[config.mk]
export PLATFORM = sky130hd
export DESIGN_NAME = sel_scan_seq
export DESIGN_NICKNAME = d
export VERILOG_FILES = /design/src/rtl/sss_pkg.sv /design/src/rtl/sss_ctrl.sv /design/src/rtl/sss_shreg.sv /design/src/rtl/sss_cyccnt.sv /design/src/rtl/sel_scan_seq.sv
export SDC_FILE = /design/constraint.sdc
export NUM_CORES = 1
export LEC_CHECK = 0
export ABC_CLOCK_PERIOD_IN_PS = 1890
export BUFFER_PORTS_ARGS = -buffer_cell sky130_fd_sc_hd__buf_4
export CAP_MARGIN = 20
export CORE_ASPECT_RATIO = 1.1
export CORE_MARGIN = 3
export CORE_UTILIZATION = 48
export CTS_CLUSTER_DIAMETER = 80
export DETAILED_ROUTE_END_ITERATION = 12
export GPL_TIMING_DRIVEN = 1
export PLACE_DENSITY = 0.75
export SYNTH_ARGS = -nofsm -noshare
export SYNTH_HDL_FRONTEND = slang
export SYNTH_SLANG_ARGS = --single-unit
[constraint.sdc]
create_clock -name clk -period 1.89 [get_ports clk]
set_clock_uncertainty 0.15 [all_clocks]
set_input_delay 0.189 -clock clk [delete_from_list [all_inputs] [get_ports clk]]
set_output_delay 0.189 -clock clk [all_outputs]
set_load 0.1 [all_outputs]
[src/rtl/sss_pkg.sv]
package sss_pkg;
    typedef enum logic [2:0] {
        ST_IDLE,
        ST_SHIFT,
        ST_CAP,
        ST_FLUSH,
        ST_DONE
    } sss_state_e;
endpackage

[src/rtl/sss_ctrl.sv]
module sss_ctrl
    import sss_pkg::*;
#(
    parameter int CHAIN_LEN = 8,
    parameter int SHW       = $clog2(CHAIN_LEN + 1)
) (
    input  logic           clk,
    input  logic           rst_n,
    input  logic           desc_valid,
    input  logic [SHW-1:0] desc_shifts,
    input  logic           desc_concur,
    input  logic           desc_last,
    input  logic           desc_scanless,
    output logic           desc_ready,
    output logic           accept,
    output logic           advance,
    output logic           scan_en,
    output logic           sff_en,
    output logic           nsff_en,
    output logic           capture,
    output logic           so_valid,
    output logic           data_sel,
    output logic           done
);
    localparam logic [SHW-1:0] LEN_W = SHW'(CHAIN_LEN);
    localparam logic [SHW-1:0] ONE_W = SHW'(1);

    typedef struct packed {
        sss_state_e     state;
        logic [SHW-1:0] rem;
        logic           concur;
        logic           last;
    } ctrl_t;

    ctrl_t ctl_d, ctl_q;
    logic [SHW-1:0] eff_shifts;
    logic           merged;

    assign eff_shifts = (desc_shifts > LEN_W) ? LEN_W : desc_shifts;
    assign merged     = (ctl_q.state == ST_SHIFT) && (ctl_q.rem == ONE_W) && ctl_q.concur;

    always_comb begin
        ctl_d = ctl_q;
        unique case (ctl_q.state)
            ST_IDLE: begin
                if (desc_valid) begin
                    ctl_d.concur = desc_concur;
                    ctl_d.last   = desc_last;
                    ctl_d.rem    = eff_shifts;
                    if (desc_scanless || (eff_shifts == '0)) ctl_d.state = ST_CAP;
                    else                                      ctl_d.state = ST_SHIFT;
                end
            end
            ST_SHIFT: begin
                ctl_d.rem = ctl_q.rem - ONE_W;
                if (ctl_q.rem == ONE_W) begin
                    if (!ctl_q.concur) begin
                        ctl_d.state = ST_CAP;
                    end else if (ctl_q.last) begin
                        ctl_d.state = ST_FLUSH;
                        ctl_d.rem   = LEN_W;
                    end else begin
                        ctl_d.state = ST_IDLE;
                    end
                end
            end
            ST_CAP: begin
                if (ctl_q.last) begin
                    ctl_d.state = ST_FLUSH;
                    ctl_d.rem   = LEN_W;
                end else begin
                    ctl_d.state = ST_IDLE;
                end
            end
            ST_FLUSH: begin
                ctl_d.rem = ctl_q.rem - ONE_W;
                if (ctl_q.rem == ONE_W) ctl_d.state = ST_DONE;
            end
            default: ctl_d.state = ST_DONE;
        endcase
    end

    always_ff @(posedge clk or negedge rst_n) begin
        if (!rst_n) begin
            ctl_q <= '{state: ST_IDLE, rem: '0, concur: 1'b0, last: 1'b0};
        end else begin
            ctl_q <= ctl_d;
        end
    end

    always_comb begin
        desc_ready = (ctl_q.state == ST_IDLE);
        accept     = desc_ready && desc_valid;
        advance    = (ctl_q.state == ST_SHIFT);
        data_sel   = (ctl_q.state == ST_SHIFT);
        scan_en    = (ctl_q.state == ST_SHIFT) || (ctl_q.state == ST_FLUSH);
        sff_en     = scan_en || (ctl_q.state == ST_CAP);
        capture    = (ctl_q.state == ST_CAP) || merged;
        nsff_en    = capture;
        so_valid   = scan_en;
        done       = (ctl_q.state == ST_DONE);
    end
endmodule

[src/rtl/sss_shreg.sv]
module sss_shreg #(
    parameter int CHAIN_LEN = 8
) (
    input  logic                 clk,
    input  logic                 rst_n,
    input  logic                 load,
    input  logic [CHAIN_LEN-1:0] load_data,
    input  logic                 advance,
    output logic                 head
);
    typedef struct packed {
        logic [CHAIN_LEN-1:0] bits;
    } shreg_t;

    shreg_t sr_d, sr_q;

    always_comb begin
        sr_d = sr_q;
        if (load)         sr_d.bits = load_data;
        else if (advance) sr_d.bits = {1'b0, sr_q.bits[CHAIN_LEN-1:1]};
    end

    always_ff @(posedge clk or negedge rst_n) begin
        if (!rst_n) sr_q <= '0;
        else        sr_q <= sr_d;
    end

    assign head = sr_q.bits[0];
endmodule

[src/rtl/sss_cyccnt.sv]
module sss_cyccnt #(
    parameter int CNT_W = 32
) (
    input  logic             clk,
    input  logic             rst_n,
    input  logic             inc,
    output logic [CNT_W-1:0] count
);
    typedef struct packed {
        logic [CNT_W-1:0] val;
    } cnt_t;

    cnt_t cnt_d, cnt_q;

    always_comb begin
        cnt_d = cnt_q;
        if (inc) cnt_d.val = cnt_q.val + CNT_W'(1);
    end

    always_ff @(posedge clk or negedge rst_n) begin
        if (!rst_n) cnt_q <= '0;
        else        cnt_q <= cnt_d;
    end

    assign count = cnt_q.val;
endmodule

[src/rtl/sel_scan_seq.sv]
module sel_scan_seq #(
    parameter int CHAIN_LEN = 8,
    parameter int CNT_W     = 32,
    parameter int SHW       = $clog2(CHAIN_LEN + 1)
) (
    input  logic                 clk,
    input  logic                 rst_n,
    input  logic                 desc_valid,
    output logic                 desc_ready,
    input  logic [SHW-1:0]       desc_shifts,
    input  logic [CHAIN_LEN-1:0] desc_data,
    input  logic                 desc_concur,
    input  logic                 desc_last,
    input  logic                 desc_scanless,
    output logic                 scan_en,
    output logic                 sff_en,
    output logic                 nsff_en,
    output logic                 scan_in,
    output logic                 capture,
    output logic                 so_valid,
    output logic                 done,
    output logic [CNT_W-1:0]     cycle_count
);
    logic accept, advance, data_sel, head;

    sss_ctrl #(.CHAIN_LEN(CHAIN_LEN), .SHW(SHW)) u_ctrl (
        .clk           (clk),
        .rst_n         (rst_n),
        .desc_valid    (desc_valid),
        .desc_shifts   (desc_shifts),
        .desc_concur   (desc_concur),
        .desc_last     (desc_last),
        .desc_scanless (desc_scanless),
        .desc_ready    (desc_ready),
        .accept        (accept),
        .advance       (advance),
        .scan_en       (scan_en),
        .sff_en        (sff_en),
        .nsff_en       (nsff_en),
        .capture       (capture),
        .so_valid      (so_valid),
        .data_sel      (data_sel),
        .done          (done)
    );

    sss_shreg #(.CHAIN_LEN(CHAIN_LEN)) u_shreg (
        .clk       (clk),
        .rst_n     (rst_n),
        .load      (accept),
        .load_data (desc_data),
        .advance   (advance),
        .head      (head)
    );

    sss_cyccnt #(.CNT_W(CNT_W)) u_cnt (
        .clk   (clk),
        .rst_n (rst_n),
        .inc   (sff_en || nsff_en),
        .count (cycle_count)
    );

    assign scan_in = data_sel && head;
endmodule

== Word level (Yosys, flattened, before mapping) ==
Index checks and enable logic that the tools add are counted.

* Register bits: 49
* Bits in latches: 0
* Bits in writable memories: 0
* Memory bits (read-only): 0
* Input bits: 18
* Logic and storage cells: 48
* Memories kept: 0

* Add/subtract/negate cells: 2
* Multiply operators: 0
* Div/mod/pow operators: 0
* $lt $le $gt $ge: 1
* Equal/unequal tests: 9
* Shifts and indexed selects: 0
* Muxes and demuxes: 14
* Bitwise operators: 0
* Reduce and logical (&&, ||, !) cells: 16

{| class="wikitable"
|+ Operator list
! cell !! number
|-
| adder 32 x 1 -> 32 bit, second input constant || 1
|-
| 2-to-1 mux 4 bit || 4
|-
| 2-to-1 mux 8 bit || 2
|-
| case mux 4 bit (4 select lines) || 1
|-
| case mux 3 bit (4 select lines) || 1
|-
| 2-to-1 mux 9 bit || 1
|-
| 2-to-1 mux 7 bit || 1
|-
| equality test 3 x 2 -> 1 bit, second input constant || 2
|-
| 2-to-1 mux 3 bit || 2
|-
| != test 2 x 1 -> 1 bit, second input constant || 3
|-
| AND reduction 3 bit || 2
|-
| logical OR 1 bit || 5
|-
| equality test 4 x 1 -> 1 bit, second input constant || 1
|-
| > comparator 4 bit, second input constant || 1
|-
| logical AND 1 bit || 4
|-
| zero test 4 bit || 1
|-
| 2-to-1 mux 2 bit || 2
|-
| nonzero test 4 bit || 1
|-
| subtractor 4 x 1 -> 4 bit, second input constant || 1
|-
| equality test 3 x 1 -> 1 bit, second input constant || 1
|-
| equality test 3 bit, second input constant || 1
|-
| zero test 3 bit || 1
|-
| != test 2 bit, second input constant || 1
|-
| AND reduction 2 bit || 1
|-
| nonzero test 2 bit || 1
|}

== Logic depth before layout (Yosys ltp) ==
* Depth after elaboration: 7
* Gate-level depth with buffers: 6

== Modules after synthesis ==
Synthesis repeated with hierarchy kept, for this count alone.

* Cells, all modules: 228
* Area, all modules: 2517.4 µm²

{| class="wikitable"
|+ Modules (own cells, without submodules)
! module !! instances !! cells an instance !! area an instance (µm²) !! seq. area each (µm²)
|-
| sss_cyccnt || 1 || 123 || 1448.9 || 800.8
|-
| sss_ctrl || 1 || 69 || 686.9 || 225.2
|-
| sss_shreg || 1 || 34 || 369.1 || 200.2
|-
| sel_scan_seq || 1 || 2 || 12.5 || 0.0
|}

== Worst setup path after synthesis ==
Ideal clock, no wire load.

* Kind: reg-to-reg
* Start: reg u_ctrl.ctl_q[7] in the netlist's numbering
* End: reg u_ctrl.ctl_q[0] in the netlist's numbering
* Arrival: 3.521 ns
* Setup slack: -1.906 ns
* Stages on the path, launching flop included: 6
* Period minus slack after synthesis: 3.796 ns
* Cells stage by stage: dfrtp_1 -> buf_2 -> nor3_1 -> and2_1 -> clkbuf_1 -> mux2_2

* Longest elaborated chain between the ends: 2

{| class="wikitable"
|+ RTL lines
! what !! line !! RTL
|-
| from (decl) || sss_ctrl.sv:35 || <nowiki>ctrl_t ctl_d, ctl_q;</nowiki>
|-
| from (signal assigned) || sss_ctrl.sv:85 || <nowiki>ctl_q <= '{state: ST_IDLE, rem: '0, concur: 1'b0, last: 1'b0};</nowiki>
|-
| from (signal assigned) || sss_ctrl.sv:87 || <nowiki>ctl_q <= ctl_d;</nowiki>
|-
| zero test 3 bit || n/a ||
|-
| via desc_ready || sel_scan_seq.sv:9 || <nowiki>output logic desc_ready,</nowiki>
|-
| AND reduction 2 bit (no source line) || n/a ||
|}

The timed path passes the listed nets, and every way through them passes these cells.
A chain may end at the register's enable or synchronous reset.

== Worst setup path in the final report ==
* Start: reg u_ctrl.ctl_q[3] in the netlist's numbering
* End: out nsff_en

* Longest elaborated chain between the ends: 4

{| class="wikitable"
|+ RTL lines
! what !! line !! RTL
|-
| equality test 4 x 1 -> 1 bit || sss_ctrl.sv:40 || <nowiki>assign merged = (ctl_q.state == ST_SHIFT) && (ctl_q.rem == ONE_W) && ctl_q.concur;</nowiki>
|-
| logical AND 1 bit (2 in a row) || sss_ctrl.sv:40 ||
|-
| logical OR 1 bit || sss_ctrl.sv:98 || <nowiki>capture = (ctl_q.state == ST_CAP) || merged;</nowiki>
|-
| to (decl) || sel_scan_seq.sv:17 || <nowiki>output logic nsff_en,</nowiki>
|}

No other way between the ends.

==> out/results.txt <==
fin. max-slew vios = 0
PnR worst setup slack = -105 ps
Initial Utilization = 0.512
largest net degree at the start of global routing = 50
RSZ-0062 raised after global routing = true
WP data required = 1550 ps
Slew HR = 0.585
CTS Root Cell = clkbuf_8
cell with the most instances after synthesis = dfrtp_1
Max clock buf depth = 2
synth unique cells = 42
Worst Path Max Fanout = 2
DRC = 0
ys flop type = dfrtp_1
Highest Signal Layer = met4
main area contributors after synthesis = dfrtp_1 (50%), xor2_1 (5.7%), xnor2_1 (5.3%), nand2_1 (4.0%), mux2i_1 (3.3%)
Final min period = 2000 ps
FILL cells = 300
Avg Cell Area, Syn = 10.4 um^2
CP startpoint kind = flop
Vias/cell = 5.45
Placement Rows = 26
Slew @ Worst Pin = 623 ps
leakage = 1.80 nW
Overall Global Routing Usage = 0.220
CP cell instances = inv_2 > ha_4 > nor4bb_4 > nand3_2 > a21oi_4 > buf_12
first-pass GRT wire length = 10.2 mm
Seq cells post-synth = 49
total die area = 6030 um^2
CTS H-Tree Depth = 2
clk slew on worst S/H paths = 90 ps
Initial DRT Pass Iterations = 4
fraction of layout cells with a size suffix above 1 = 0.503
DR vias = 2137
Worst EP arrival = 1660 ps
final setup violation count = 5
Max stage delay on crit path = 400 ps
vias in the first global route = 2117
CTS tree = done
Wirelength per Cell = 16.8 um
drt first-iter violations = 146
post-DP HPWL = 4.12 mm
WL final = 6.58 mm
Syn-to-layout area delta = 54.9%
area fraction of the dominant cell type after synthesis = 0.498
fmax = 501 MHz
Hold WC Path Type = input port to flop
met3 wire len = 303 um
Final #Nets = 356
Ys Warns = 0
syn nets = 258
Seq/Total Area, Yosys = 0.498
failing checks = negative setup slack
final hold violation count = 0
status = complete, but fails checks
worst skew pair latency = 300 ps
met2 WL = 3.41 mm
crit end category = output pin
worst vdd ir = 0.00190 V
synthesized area = 2460 um^2
I/O Pins = 58
post-synthesis instance total = 237
Fin Hold WS = 47.1 ps
height of the die = 81.1 um
top post-synthesis cells by count = dfrtp_1 (49), nand2_1 (26), xor2_1 (16), xnor2_1 (15), nor2_1 (13)
Async SR Flop Fraction = 1.00
Power Dens Cells = 1430 nW/um^2
Core Util, Final = 0.792
period utilization = 1.06
antenna violations before repair = 0
antenna cells = 0
cell type with the highest aggregate area in the netlist = dfrtp_1
TritonCTS Sinks = 49
GR Overflow Total = 0
routability cong. = 0.856
Post-synth EDFFs = 0
slowest stage cell, crit path = dfrtp_1
Max Cap Viol = 0
antenna-violating nets left = 0
Num CTS Buffers = 5
M1 wire length = 2.84 mm
Die X = 74.3 um
IO buf count = 57
WS Path Type = flop to output pin
Core Region = 4810 um^2
## per-stage QoR
| step | setup TNS, ps | setup slack [ps] | instance area (um^2) | instances | power (W) |
|---|---|---|---|---|---|
| floorplan | -6260 | -428 | 2790 | 237 | 0.00378 |
| global route | -815 | -181 | 3810 | 392 | 0.00574 |
| CTS | -213 | -101 | 3620 | 381 | 0.00522 |
| global placement | 0 | 79.5 | 3290 | 355 | 0.00430 |
| detailed placement | 0 | 14.5 | 3290 | 355 | 0.00436 |
| finish | -239 | -105 | 3810 | 392 | 0.00545 |
## critical path: cells and delay by family (launching register included)
family          cells  cell delay (ps)
fa+ha+maj           1              130
simple gates        2              340
flops               1              400
buf+inv             2              280
compound gates      1              210
## power by group
group | leakage, nW | switching, W | internal, W | total, W
sequential | 0.596 | 0.000270 | 0.00135 | 0.00162
combinational | 1.15 | 0.00204 | 0.00112 | 0.00316
clock | 0.0542 | 0.000339 | 0.000331 | 0.000670
total | 1.80 | 0.00265 | 0.00280 | 0.00545
## final cells by class
type | instances | area [um^2] | share of cell area
clock inverters | 1 | 5.00 | 0.00131
clock buffers | 7 | 96.3 | 0.0253
flip-flops and latches | 49 | 1330 | 0.347
repair buffers | 97 | 840 | 0.220
inverters | 12 | 52.6 | 0.0138
multi-input cells | 170 | 1430 | 0.374
well taps | 56 | 70.1 | 0.0184
## sequential cells by signal, indices dropped and copies added (netlist names)
signal	cells
u_cnt.count	32
u_shreg.sr_q	8
u_ctrl.ctl_q	9
## timing repair
item / in CTS / in global routing
setup endpoints to repair: 6 / 15
hold buffers: 12 / 0
buffers inserted: 5 / 11
pin swaps: 4 / 10
endpoints found under the hold margin: 60 / 0
resized for setup: 16 / 17
gates cloned: 1 / 0
## metal layers
layer,vias to the layer above,track usage
li1,1031,-
met1,1041,0.300
met2,63,0.367
met3,2,0.0408
met4,0,0.0480
met5,-,0
## placed cells by master (no fill, tap or decap), types with 9 or more instances in the layout
master and count:
xnor2_1 15, nor2_1 9, buf_4 75, dfrtp_1 20, dlygate4sd3_1 12, xor2_1 16, o21ai_0 11, inv_1 9
dfrtp_4 25, nand2_1 26
## path summary, 6_finish.rpt
| check | end | from | cells after the start | slack [ps] |
|---|---|---|---|---|
| setup / recovery | nsff_en | u_ctrl.ctl_q[3] | 6 | -110 |
| max in group asynchronous | u_cnt.count[22] | rst_n | 2 | 800 |
| hold reg to reg | u_cnt.count[31] | u_cnt.count[31] | 1 | 330 |
| setup reg to reg | u_cnt.count[16] | u_cnt.count[4] | 5 | -30 |
| min in group asynchronous | u_shreg.sr_q[1] | rst_n | 2 | 300 |
| hold / removal | u_ctrl.ctl_q[7] | desc_scanless | 3 | 50 |
## logic make-up after synthesis
logic type	count (synthesis)	synth area share
XOR/XNOR	31	0.110
flip-flops	49	0.498
adder cells (fa/ha/maj)	3	0.0152
multiplexers	10	0.0416
AND/OR/NAND/NOR	96	0.221
buffers and inverters	19	0.0386
AO/OA/AOI/OAI	29	0.0752
Note: power is estimated with default switching activity, not from simulation.
